$ cat config.mk
export PLATFORM = sky130hd
export DESIGN_NAME = nested_irq_ctrl
export DESIGN_NICKNAME = d
export VERILOG_FILES = /design/src/rtl/nic_pkg.sv /design/src/rtl/nic_regs.sv /design/src/rtl/nic_resolver.sv /design/src/rtl/nic_nest.sv /design/src/rtl/nested_irq_ctrl.sv
export SDC_FILE = /design/constraint.sdc
export NUM_CORES = 2
export LEC_CHECK = 0
export BUFFER_PORTS_ARGS = -buffer_cell sky130_fd_sc_hd__buf_2
export CORE_MARGIN = 3
export CORE_UTILIZATION = 40
export CTS_BUF_LIST = sky130_fd_sc_hd__clkbuf_4 sky130_fd_sc_hd__clkbuf_8
export DETAILED_ROUTE_END_ITERATION = 10
export PLACE_DENSITY = 0.67
export SKIP_LAST_GASP = 1
export SYNTH_ARGS = -nofsm -noshare
export SYNTH_HDL_FRONTEND = slang
export SYNTH_SLANG_ARGS = --single-unit
$ cat constraint.sdc
create_clock -name clk -period 25 [get_ports clk]
set_clock_uncertainty 0.2 [all_clocks]
set_input_delay 3.75 -clock clk [delete_from_list [all_inputs] [get_ports clk]]
set_output_delay 3.75 -clock clk [all_outputs]
set_load 0.1 [all_outputs]
$ cat src/rtl/nic_pkg.sv
// Shared definitions for the nested interrupt controller.
// Assumes the register address carries a 3-bit region code in its top bits.
package nic_pkg;
    localparam int REGION_W = 3;

    typedef enum logic [REGION_W-1:0] {
        RG_ENABLE  = 3'd0,
        RG_SETPEND = 3'd1,
        RG_CLRPEND = 3'd2,
        RG_PRIO    = 3'd3
    } region_e;
endpackage

$ cat src/rtl/nic_regs.sv
// Register file: enables, sticky pending flags and 6-bit levels per line.
// Assumes at most 2**(ADDR_W-3) words per region; reads are combinational.
module nic_regs
    import nic_pkg::*;
#(
    parameter int NUM_IRQ = 112,
    parameter int LVL_W   = 6,
    parameter int PRIO_W  = 8,
    parameter int DATA_W  = 32,
    parameter int ADDR_W  = 8,
    parameter int ID_W    = 7
) (
    input  logic                     clk,
    input  logic                     rst_n,
    input  logic [NUM_IRQ-1:0]       irq_line,
    input  logic                     reg_we,
    input  logic [ADDR_W-1:0]        reg_addr,
    input  logic [DATA_W-1:0]        reg_wdata,
    output logic [DATA_W-1:0]        reg_rdata,
    input  logic                     acc_valid,
    input  logic [ID_W-1:0]          acc_id,
    output logic [NUM_IRQ-1:0]       req_vec,
    output logic [NUM_IRQ*LVL_W-1:0] lvl_flat
);
    localparam int IDX_W  = ADDR_W - REGION_W;
    localparam int FIELDS = DATA_W / PRIO_W;
    localparam int SKIP   = PRIO_W - LVL_W;

    logic [NUM_IRQ-1:0] pend_q, en_q, pend_d, en_d;
    logic [NUM_IRQ-1:0] set_m, clr_m, acc_m;
    logic [LVL_W-1:0]   lvl_q [NUM_IRQ];
    logic [LVL_W-1:0]   lvl_d [NUM_IRQ];
    region_e            region;
    logic [IDX_W-1:0]   idx;

    assign region = region_e'(reg_addr[ADDR_W-1 -: REGION_W]);
    assign idx    = reg_addr[IDX_W-1:0];

    // Decode writes and acceptance into per-line next-state values.
    always_comb begin
        set_m = '0;
        clr_m = '0;
        acc_m = '0;
        en_d  = en_q;
        for (int i = 0; i < NUM_IRQ; i++) begin
            lvl_d[i] = lvl_q[i];
            acc_m[i] = acc_valid && (acc_id == ID_W'(i));
            if (reg_we && idx == IDX_W'(i / DATA_W)) begin
                if (region == RG_SETPEND) set_m[i] = reg_wdata[i % DATA_W];
                if (region == RG_CLRPEND) clr_m[i] = reg_wdata[i % DATA_W];
                if (region == RG_ENABLE)  en_d[i]  = reg_wdata[i % DATA_W];
            end
            if (reg_we && region == RG_PRIO && idx == IDX_W'(i / FIELDS))
                lvl_d[i] = reg_wdata[(i % FIELDS) * PRIO_W + SKIP +: LVL_W];
        end
        pend_d = ((pend_q | set_m) & ~clr_m & ~acc_m) | irq_line;
    end

    // Hold enables, pending flags and levels.
    always_ff @(posedge clk) begin
        if (!rst_n) begin
            pend_q <= '0;
            en_q   <= '0;
            for (int i = 0; i < NUM_IRQ; i++) lvl_q[i] <= '0;
        end else begin
            pend_q <= pend_d;
            en_q   <= en_d;
            for (int i = 0; i < NUM_IRQ; i++) lvl_q[i] <= lvl_d[i];
        end
    end

    // Read mux: place each line's state in the addressed word.
    always_comb begin
        reg_rdata = '0;
        for (int i = 0; i < NUM_IRQ; i++) begin
            if (idx == IDX_W'(i / DATA_W)) begin
                if (region == RG_ENABLE) reg_rdata[i % DATA_W] = en_q[i];
                if (region == RG_SETPEND || region == RG_CLRPEND)
                    reg_rdata[i % DATA_W] = pend_q[i];
            end
            if (region == RG_PRIO && idx == IDX_W'(i / FIELDS))
                reg_rdata[(i % FIELDS) * PRIO_W + SKIP +: LVL_W] = lvl_q[i];
        end
    end

    // Present the candidate vector and the flattened levels to the resolver.
    always_comb begin
        req_vec = pend_q & en_q;
        for (int i = 0; i < NUM_IRQ; i++) lvl_flat[i*LVL_W +: LVL_W] = lvl_q[i];
    end

    a_r2_line_sets_pending: assert property (@(posedge clk) disable iff (!rst_n)
        (|irq_line) |=> ((pend_q & $past(irq_line)) == $past(irq_line)));

    a_r7_accept_clears: assert property (@(posedge clk) disable iff (!rst_n)
        acc_valid |=> (!pend_q[$past(acc_id)] || $past(irq_line[acc_id]) ||
                       $past(set_m[acc_id])));
endmodule

$ cat src/rtl/nic_resolver.sv
// Two-stage winner search: lowest level wins, ties go to the lower line.
// Assumes GROUP is a power of two; the output lags the inputs by two edges.
module nic_resolver #(
    parameter int NUM_IRQ = 112,
    parameter int LVL_W   = 6,
    parameter int GROUP   = 16,
    parameter int ID_W    = 7
) (
    input  logic                     clk,
    input  logic                     rst_n,
    input  logic [NUM_IRQ-1:0]       req_vec,
    input  logic [NUM_IRQ*LVL_W-1:0] lvl_flat,
    output logic                     win_valid,
    output logic [ID_W-1:0]          win_id,
    output logic [LVL_W-1:0]         win_lvl
);
    localparam int NGRP  = (NUM_IRQ + GROUP - 1) / GROUP;
    localparam int NPAD  = NGRP * GROUP;
    localparam int LID_W = $clog2(GROUP);

    logic [NPAD-1:0]       req_pad;
    logic [NPAD*LVL_W-1:0] lvl_pad;
    logic                  s1_v [NGRP];
    logic [LID_W-1:0]      s1_i [NGRP];
    logic [LVL_W-1:0]      s1_l [NGRP];

    assign req_pad = NPAD'(req_vec);
    assign lvl_pad = (NPAD*LVL_W)'(lvl_flat);

    for (genvar g = 0; g < NGRP; g++) begin : g_grp
        logic             bv;
        logic [LID_W-1:0] bi;
        logic [LVL_W-1:0] bl;

        // Scan one group in ascending order; strict compare keeps the lower index.
        always_comb begin
            bv = 1'b0;
            bi = '0;
            bl = '1;
            for (int k = 0; k < GROUP; k++) begin
                if (req_pad[g*GROUP+k] &&
                    (!bv || lvl_pad[(g*GROUP+k)*LVL_W +: LVL_W] < bl)) begin
                    bv = 1'b1;
                    bi = LID_W'(k);
                    bl = lvl_pad[(g*GROUP+k)*LVL_W +: LVL_W];
                end
            end
        end

        // Stage-one register for this group's winner.
        always_ff @(posedge clk) begin
            if (!rst_n) begin
                s1_v[g] <= 1'b0;
                s1_i[g] <= '0;
                s1_l[g] <= '0;
            end else begin
                s1_v[g] <= bv;
                s1_i[g] <= bi;
                s1_l[g] <= bl;
            end
        end
    end

    logic             fv;
    logic [ID_W-1:0]  fi;
    logic [LVL_W-1:0] fl;

    // Reduce group winners; the lower group keeps ties.
    always_comb begin
        fv = 1'b0;
        fi = '0;
        fl = '1;
        for (int g = 0; g < NGRP; g++) begin
            if (s1_v[g] && (!fv || s1_l[g] < fl)) begin
                fv = 1'b1;
                fi = ID_W'(g * GROUP) + ID_W'(s1_i[g]);
                fl = s1_l[g];
            end
        end
    end

    // Stage-two register presenting the final winner.
    always_ff @(posedge clk) begin
        if (!rst_n) begin
            win_valid <= 1'b0;
            win_id    <= '0;
            win_lvl   <= '0;
        end else begin
            win_valid <= fv;
            win_id    <= fi;
            win_lvl   <= fl;
        end
    end

    a_r4_id_in_range: assert property (@(posedge clk) disable iff (!rst_n)
        win_valid |-> (int'(win_id) < NUM_IRQ));
endmodule

$ cat src/rtl/nic_nest.sv
// Service stack of levels, preemption test, acceptance and tail-chain decision.
// Assumes DEPTH >= 2 and that LAT matches the resolver's pipeline depth.
module nic_nest #(
    parameter int LVL_W = 6,
    parameter int ID_W  = 7,
    parameter int DEPTH = 8,
    parameter int LAT   = 2
) (
    input  logic             clk,
    input  logic             rst_n,
    input  logic             win_valid,
    input  logic [ID_W-1:0]  win_id,
    input  logic [LVL_W-1:0] win_lvl,
    input  logic             core_ack,
    input  logic             core_done,
    input  logic             flush,
    output logic             irq_req,
    output logic             tail_take,
    output logic             acc_valid,
    output logic [ID_W-1:0]  acc_id,
    output logic             run_valid,
    output logic [LVL_W-1:0] run_lvl
);
    localparam int CNT_W = $clog2(DEPTH + 1);
    localparam int BL_W  = $clog2(LAT + 1);

    logic [LVL_W-1:0] stk [DEPTH];
    logic [CNT_W-1:0] cnt;
    logic [BL_W-1:0]  blank;
    logic             live, full, below_ok, take_ack, pop;

    // Decide preemption, chaining and popping from the settled winner.
    always_comb begin
        live      = win_valid && (blank == '0);
        full      = (cnt == CNT_W'(DEPTH));
        irq_req   = live && !full && ((cnt == '0) || (win_lvl < stk[0]));
        below_ok  = (cnt <= CNT_W'(1)) || (win_lvl < stk[1]);
        tail_take = core_done && (cnt != '0) && live && below_ok;
        take_ack  = core_ack && irq_req && !core_done;
        pop       = core_done && (cnt != '0) && !tail_take;
        acc_valid = take_ack || tail_take;
        acc_id    = win_id;
        run_valid = (cnt != '0);
        run_lvl   = stk[0];
    end

    // Update the service stack: push on accept, replace on chain, shift on pop.
    always_ff @(posedge clk) begin
        if (!rst_n) begin
            cnt <= '0;
            for (int k = 0; k < DEPTH; k++) stk[k] <= '0;
        end else if (take_ack) begin
            cnt    <= cnt + CNT_W'(1);
            stk[0] <= win_lvl;
            for (int k = 1; k < DEPTH; k++) stk[k] <= stk[k-1];
        end else if (tail_take) begin
            stk[0] <= win_lvl;
        end else if (pop) begin
            cnt <= cnt - CNT_W'(1);
            for (int k = 0; k < DEPTH - 1; k++) stk[k] <= stk[k+1];
            stk[DEPTH-1] <= '0;
        end
    end

    // Blank the winner while the pipeline still reflects pre-update state.
    always_ff @(posedge clk) begin
        if (!rst_n)                  blank <= '0;
        else if (acc_valid || flush) blank <= BL_W'(LAT);
        else if (blank != '0)        blank <= blank - BL_W'(1);
    end

    a_r7_push_level: assert property (@(posedge clk) disable iff (!rst_n)
        take_ack |=> (run_valid && run_lvl == $past(win_lvl)));

    a_r5_blank_after_accept: assert property (@(posedge clk) disable iff (!rst_n)
        acc_valid |=> (!irq_req && !tail_take));

    a_r8_last_pop_empties: assert property (@(posedge clk) disable iff (!rst_n)
        (core_done && !tail_take && cnt == CNT_W'(1)) |=> !run_valid);

    a_r9_chain_keeps_depth: assert property (@(posedge clk) disable iff (!rst_n)
        tail_take |=> (cnt == $past(cnt)));

    a_r10_depth_bound: assert property (@(posedge clk) disable iff (!rst_n)
        cnt <= CNT_W'(DEPTH));

    a_r11_idle_done_ignored: assert property (@(posedge clk) disable iff (!rst_n)
        (core_done && cnt == '0) |=> (cnt == '0));
endmodule

$ cat src/rtl/nested_irq_ctrl.sv
// Top level: register file, pipelined resolver and nesting stack.
// Assumes the core pulses core_ack only on irq_req and core_done per handler exit.
module nested_irq_ctrl #(
    parameter int NUM_IRQ = 112,
    parameter int LVL_W   = 6,
    parameter int PRIO_W  = 8,
    parameter int DATA_W  = 32,
    parameter int ADDR_W  = 8,
    parameter int GROUP   = 16,
    parameter int DEPTH   = 8
) (
    input  logic                        clk,
    input  logic                        rst_n,
    input  logic [NUM_IRQ-1:0]          irq_line,
    input  logic                        reg_we,
    input  logic [ADDR_W-1:0]           reg_addr,
    input  logic [DATA_W-1:0]           reg_wdata,
    output logic [DATA_W-1:0]           reg_rdata,
    input  logic                        core_ack,
    input  logic                        core_done,
    output logic                        irq_req,
    output logic [$clog2(NUM_IRQ)-1:0]  irq_id,
    output logic [LVL_W-1:0]            irq_prio,
    output logic                        tail_take,
    output logic                        run_valid,
    output logic [LVL_W-1:0]            run_prio
);
    localparam int ID_W = $clog2(NUM_IRQ);
    localparam int LAT  = 2;

    logic [NUM_IRQ-1:0]       req_vec;
    logic [NUM_IRQ*LVL_W-1:0] lvl_flat;
    logic                     win_valid, acc_valid;
    logic [ID_W-1:0]          win_id, acc_id;
    logic [LVL_W-1:0]         win_lvl;

    nic_regs #(
        .NUM_IRQ(NUM_IRQ), .LVL_W(LVL_W), .PRIO_W(PRIO_W),
        .DATA_W(DATA_W), .ADDR_W(ADDR_W), .ID_W(ID_W)
    ) u_regs (
        .clk(clk), .rst_n(rst_n), .irq_line(irq_line),
        .reg_we(reg_we), .reg_addr(reg_addr), .reg_wdata(reg_wdata),
        .reg_rdata(reg_rdata), .acc_valid(acc_valid), .acc_id(acc_id),
        .req_vec(req_vec), .lvl_flat(lvl_flat)
    );

    nic_resolver #(
        .NUM_IRQ(NUM_IRQ), .LVL_W(LVL_W), .GROUP(GROUP), .ID_W(ID_W)
    ) u_resolver (
        .clk(clk), .rst_n(rst_n), .req_vec(req_vec), .lvl_flat(lvl_flat),
        .win_valid(win_valid), .win_id(win_id), .win_lvl(win_lvl)
    );

    nic_nest #(
        .LVL_W(LVL_W), .ID_W(ID_W), .DEPTH(DEPTH), .LAT(LAT)
    ) u_nest (
        .clk(clk), .rst_n(rst_n), .win_valid(win_valid), .win_id(win_id),
        .win_lvl(win_lvl), .core_ack(core_ack), .core_done(core_done),
        .flush(reg_we), .irq_req(irq_req), .tail_take(tail_take),
        .acc_valid(acc_valid), .acc_id(acc_id),
        .run_valid(run_valid), .run_lvl(run_prio)
    );

    assign irq_id   = win_id;
    assign irq_prio = win_lvl;
endmodule

# Word level (Yosys, flattened, before mapping)

Memories as Yosys holds them, arrays and structs flattened.
Cells that the tools add are included.

Register bits after elaboration: 244
RAM bits: 797
Input port bits: 157
Output and inout bits: 54
Word-level logic and storage cells: 2345
Memories: 5

$add $sub $neg: 9
Order comparisons: 114
Equal/unequal tests: 143
Multiplexer cells: 1367
Bitwise logic cells: 158
Reduce and logical (&&, ||, !) cells: 538

Memories:

| memory          | words | width | rd ports | clocked after memory_dff | write ports | RTL line           | RTL |
|---|---|---|---|---|---|---|---|
| u_regs.lvl_q    | 112   | 6     | 112      | 0                        | 112         | nic_regs.sv:31     | `logic [LVL_W-1:0] lvl_q [NUM_IRQ];` |
| u_nest.stk      | 8     | 6     | 8        | 0                        | 8           | nic_nest.sv:27     | `logic [LVL_W-1:0] stk [DEPTH];` |
| u_resolver.s1_l | 7     | 6     | 7        | 0                        | 7           | nic_resolver.sv:25 | `logic [LVL_W-1:0] s1_l [NGRP];` |
| u_resolver.s1_i | 7     | 4     | 7        | 0                        | 7           | nic_resolver.sv:24 | `logic [LID_W-1:0] s1_i [NGRP];` |
| u_resolver.s1_v | 7     | 1     | 7        | 0                        | 7           | nic_resolver.sv:23 | `logic s1_v [NGRP];` |

Operators with widths:

| kind                                           | number |
|---|---|
| 2-to-1 mux 6 bit                               | 479 |
| 2-to-1 mux 1 bit                               | 771 |
| < comparator 6 bit                             | 113 |
| bitwise AND 112 bit                            | 3 |
| == test 7 bit (second input constant)          | 48 |
| logical AND 1 bit                              | 293 |
| 2-to-1 mux 4 bit                               | 73 |
| == test 7 x 6 -> 1 bit (second input constant) | 32 |
| NOT 112 bit                                    | 2 |
| OR 112 bit                                     | 2 |
| OR 1 bit                                       | 150 |
| logical OR 1 bit                               | 116 |
| logical NOT 1 bit                              | 114 |
| == test 7 x 5 -> 1 bit (second input constant) | 16 |
| 2-to-1 mux 3 bit                               | 24 |
| == test 5 bit (second input constant)          | 12 |
| == test 7 x 4 -> 1 bit (second input constant) | 8 |
| 2-to-1 mux 7 bit                               | 6 |
| == test 5 x 4 -> 1 bit (second input constant) | 8 |
| == test 7 x 3 -> 1 bit (second input constant) | 4 |
| 2-to-1 mux 2 bit                               | 14 |
| == test 5 x 3 -> 1 bit (second input constant) | 4 |
| adder 6 x 4 -> 7 bit (first input constant)    | 2 |
| adder 7 x 4 -> 7 bit (first input constant)    | 2 |
| other kinds (24)                               | 33 |

# Depth between registers and ports, before layout

Word-level depth: 63
Depth in mapped cells: 155
Gate-level depth less buffers: 143

# Hierarchy

A second synthesis with hierarchy kept.

Cells, all modules: 10854
Area, all modules: 81411.8 µm²

By module, submodules not included:

| module       | instances | cells each | area an instance (µm²) | sequential area each (µm²) |
|---|---|---|---|---|
| nic_regs     | 1         | 5818       | 45122.0                | 17937.2 |
| nic_resolver | 1         | 4785       | 33457.1                | 1821.7 |
| nic_nest     | 1         | 251        | 2832.7                 | 1501.4 |

# Worst setup path before layout

No wires, ideal clock.

Path kind: register to register
Start: register u_regs.pend_q[80]
End: memory u_resolver.s1_l[5][0] (netlist: u_resolver.s1_l[1][6])
Library setup time: 0.119 ns
Data arrival time: 26.316 ns
Required time: 24.681 ns
Path slack: -1.635 ns
Cell stages (with the launch flop): 140
Buffers on the path: 12
Clock period less this slack: 26.635 ns
Path through: dfxtp_1 -> nand2_1 -> nor2_1 -> ha_1 -> and4b_1 -> o221a_2 -> a311oi_2 -> nor2_1 -> a21oi_1 -> inv_1 -> ha_1 -> a21oi_1 -> a311oi_1 -> a21oi_1 -> o31ai_1 -> a211oi_1 -> o21ai_1 -> mux2_2 -> [... 104 more ...] -> a21o_1 -> a21o_1 -> a211oi_1 -> nand2b_1 -> o21ai_0 -> a31o_2 -> clkbuf_1 -> nor2_1 -> a21oi_1 -> ha_1 -> and4_1 -> a211oi_1 -> nand2_1 -> a21oi_1 -> a21oi_2 -> and2_1 -> buf_2 -> o221a_2

RTL lines:

| element                | RTL line           | RTL |
|---|---|---|
| from (decl)            | nic_regs.sv:29     | `logic [NUM_IRQ-1:0] pend_q, en_q, pend_d, en_d;` |
| from (signal assigned) | nic_regs.sv:66     | `pend_q <= pend_d;` |
| to (decl)              | nic_resolver.sv:25 |  |

==> flow_summary.ini <==
[final_layout]
fill_cells = 18200
finalNetCount = 11600
final_util = 0.495
syn_to_final_growth_pct = 22.5
final_common_cell = nand2_1
final_cell_area_um2 = 92200
layout-drive-gt1-share = 0.218
layout_common_cells = nand2_1 (2240), a21oi_1 (1291), dfxtp_1 (989), buf_4 (853), nor2_1 (767)

[floorplan]
io_pins = 211
rows = 158
core-area_um2 = 186000
die_x_um = 440
dieArea_um2 = 193000
initial_utilization = 0.404
die_h_um = 440

[yosys]
ys_types = 146
synth_fp_nets = 11000
async_reset_ff_frac = 0
ys.flop_type = dfxtp_1
yosysWarnings = 0
ys_seq_area_frac = 0.282
synth_edf_count = 42
synth_seq_cells = 1041
syn-cell-area_um2 = 75300
avgSynthCellArea_um2 = 7.20
postSynthCellCount = 10500

[setup_path]
r2r-end = u_resolver.s1_l[1][0]
cp_slowest_cell = or3_4
worstPathArrival_ns = 24.97
worstSetupPathType = reg2reg
required_ns = 25.69
reg2reg_depth = 125
r2r_start = u_regs.pend_q[64]
worstPathMaxFanout = 8
critPathMaxStageDelay_ns = 0.47
cp-end-kind = register
critPathLaunchType = register
rrSetupSlack_ns = 0.71

[sta]
worstMarginPinSlew_ns = 1.63
slew_viol_final = 3
period_minus_slack_ns = 24.29
setup_viol = 0
period_share = 0.971
finalHoldViolCount = 0
fin_ws_ns = 0.714
fmax_ghz = 0.0412
timing.hold.ws_ns = 0.247
slew_headroom = -0.0854
tns_ns = 0
rsz0062_at_grt = yes

[detailed_routing]
drt-total-wl_um = 410000
drt-initial-drc-count = 13200
ant_nets = 0
wl_per_cell_um = 29.9
routed_via_density = 6.53
drcViolationCount = 0
vias = 89600
firstDrtPassIters = 10

[global_route]
grt_pass1_vias = 79900
grt_pass1_wl_um = 568000
antenna_found_initial = 56
grt_start_max_net_pins = 193
grt_use_total = 0.398
grt_overflow = 0

[power_and_ir_drop]
powerDensity_nw_per_um2 = 44.4
vdd_drop_max_mv = 0.0634
p_leak_nw = 37.6

[clock_tree]
cts_buffers = 187
clk_latency_ns = 1.04
cts.sinks = 1041
clk_pin_slew_ns = 0.06
cts_tree = done
clk_path_buf_depth = 3
clk_root_buffer_cell = clkbuf_8
htree_levels = 4
cts.hold.buffers_added = 0

[placed_design]
routabilityCongestion = 1.08
port_buffers = 210
dp_slack_ns = -0.597
hpwl_um = 294000
placed_area_um2 = 82100

[worst_hold_path]
min_from = u_nest.blank[0]
hold_path.class = reg2reg
hold_depth = 1
hold_path_end = u_nest.blank[0]

[run_status]
status = finished, violations left
violations = max-slew violations

[job]
cap_violations = 0
sequential cells by signal (all words and copies together), names as in the netlist:
| register | count |
|---|---|
| u_regs.lvl_q | 672 |
| u_resolver.win_lvl | 6 |
| u_resolver.s1_l | 42 |
| u_regs.pend_q | 112 |
| u_nest.cnt | 4 |
| u_resolver.win_valid | 1 |
| u_resolver.s1_v | 7 |
| u_regs.en_q | 112 |
| u_resolver.win_id | 7 |
| u_resolver.s1_i | 28 |
| u_nest.blank | 2 |
| u_nest.stk | 48 |
cell usage after synthesis, drive strengths merged, types with 47 or more instances:
cell type | count | area [um2]
a222oi | 63 | 631
o31ai | 57 | 513
dfxtp | 999 | 20000
a221oi | 196 | 1780
and2 | 95 | 599
nand2 | 2276 | 8560
o21a | 64 | 497
or2 | 73 | 457
o22ai | 96 | 626
and3 | 47 | 294
clkbuf | 609 | 2290
nor2b | 54 | 338
nand3 | 191 | 956
a21oi | 1382 | 6980
xnor2 | 48 | 447
nor2 | 860 | 3230
mux2 | 136 | 1550
a21o | 108 | 812
a31oi | 89 | 629
o211ai | 66 | 539
nand4 | 67 | 419
nand2b | 68 | 425
a22oi | 150 | 1130
nor3 | 131 | 661
inv | 444 | 1670
ha | 400 | 5000
a22o | 74 | 648
buf | 72 | 377
o21ai | 440 | 2220
mux2i | 182 | 1860
a211oi | 95 | 758
or3 | 58 | 363
power breakdown:
part           internal, mW  switching (mW)  total (mW)  leakage (nW)
Combinational        0.0938           0.311       0.404          26.8
Clock                  1.07           0.852        1.92          2.26
Sequential             1.72          0.0535        1.77          8.55
cell families after synthesis:
logic type / share of synthesized area
flip-flops: 0.282
adder cells (fa/ha/maj): 0.0678
XOR/XNOR: 0.00861
buffers and inverters: 0.0576
AO/OA/AOI/OAI: 0.306
multiplexers: 0.0453
AND/OR/NAND/NOR: 0.232
critical path: cells and delay by family, from the launching register on:
kind,cells,cell delay (ns)
multiplexers,7,2.05
buffers and inverters,14,1.37
flip-flops,1,0.35
AND/OR/NAND/NOR,36,6.42
AO/OA/AOI/OAI,52,9.40
adder cells (fa/ha/maj),16,4.27
through the flow:
step / cells / total power [mW]
floorplan: 10500 / 2.00
global placement: 13100 / 2.18
detailed placement: 13100 / 2.18
CTS: 13500 / 4.06
global route: 13700 / 4.17
finish: 13700 / 4.10
layout make-up:
class	instances	area (um2)	area share
well taps	2480	3100	0.0337
diodes	34	85.1	0.000923
multi-input cells	8288	53800	0.583
inverters	444	1680	0.0182
repair buffers	1103	7940	0.0862
clock inverters	57	825	0.00894
clock buffers	277	3490	0.0378
flip-flops and latches	1041	21300	0.231
routing by layer:
| layer | GRT usage | routed length [um] | up-vias | part of all wire |
|---|---|---|---|---|
| li1 | - | - | 39000 | - |
| met1 | 0.498 | 151000 | 42700 | 0.37 |
| met2 | 0.561 | 165000 | 6179 | 0.40 |
| met3 | 0.120 | 52700 | 1689 | 0.13 |
| met4 | 0.322 | 40400 | 28 | 0.099 |
| met5 | 0 | 189 | - | 0.00046 |
repair_timing:
item                       in CTS  in global routing
resized for setup              58                829
gates cloned                    0                  4
setup endpoints to repair      70                 70
buffers inserted               11                221
pin swaps                       9                367
worst max-delay path by stage:
| stage | startpoint | to | slack [ns] |
|---|---|---|---|
| floorplan | u_regs.pend_q[80] | u_resolver.s1_l[1][6] | -0.004 |
| global placement | u_regs.pend_q[16] | u_resolver.s1_l[0][10] | -0.29 |
| detailed placement | u_regs.pend_q[16] | u_resolver.s1_i[0][6] | -0.60 |
| CTS | u_regs.pend_q[16] | u_resolver.s1_l[0][10] | -0.009 |
| global route | u_regs.en_q[0] | u_resolver.s1_l[0][3] | -0.48 |
| finish | u_regs.pend_q[64] | u_resolver.s1_l[1][0] | 0.71 |
(Power assumes the default switching activity.)
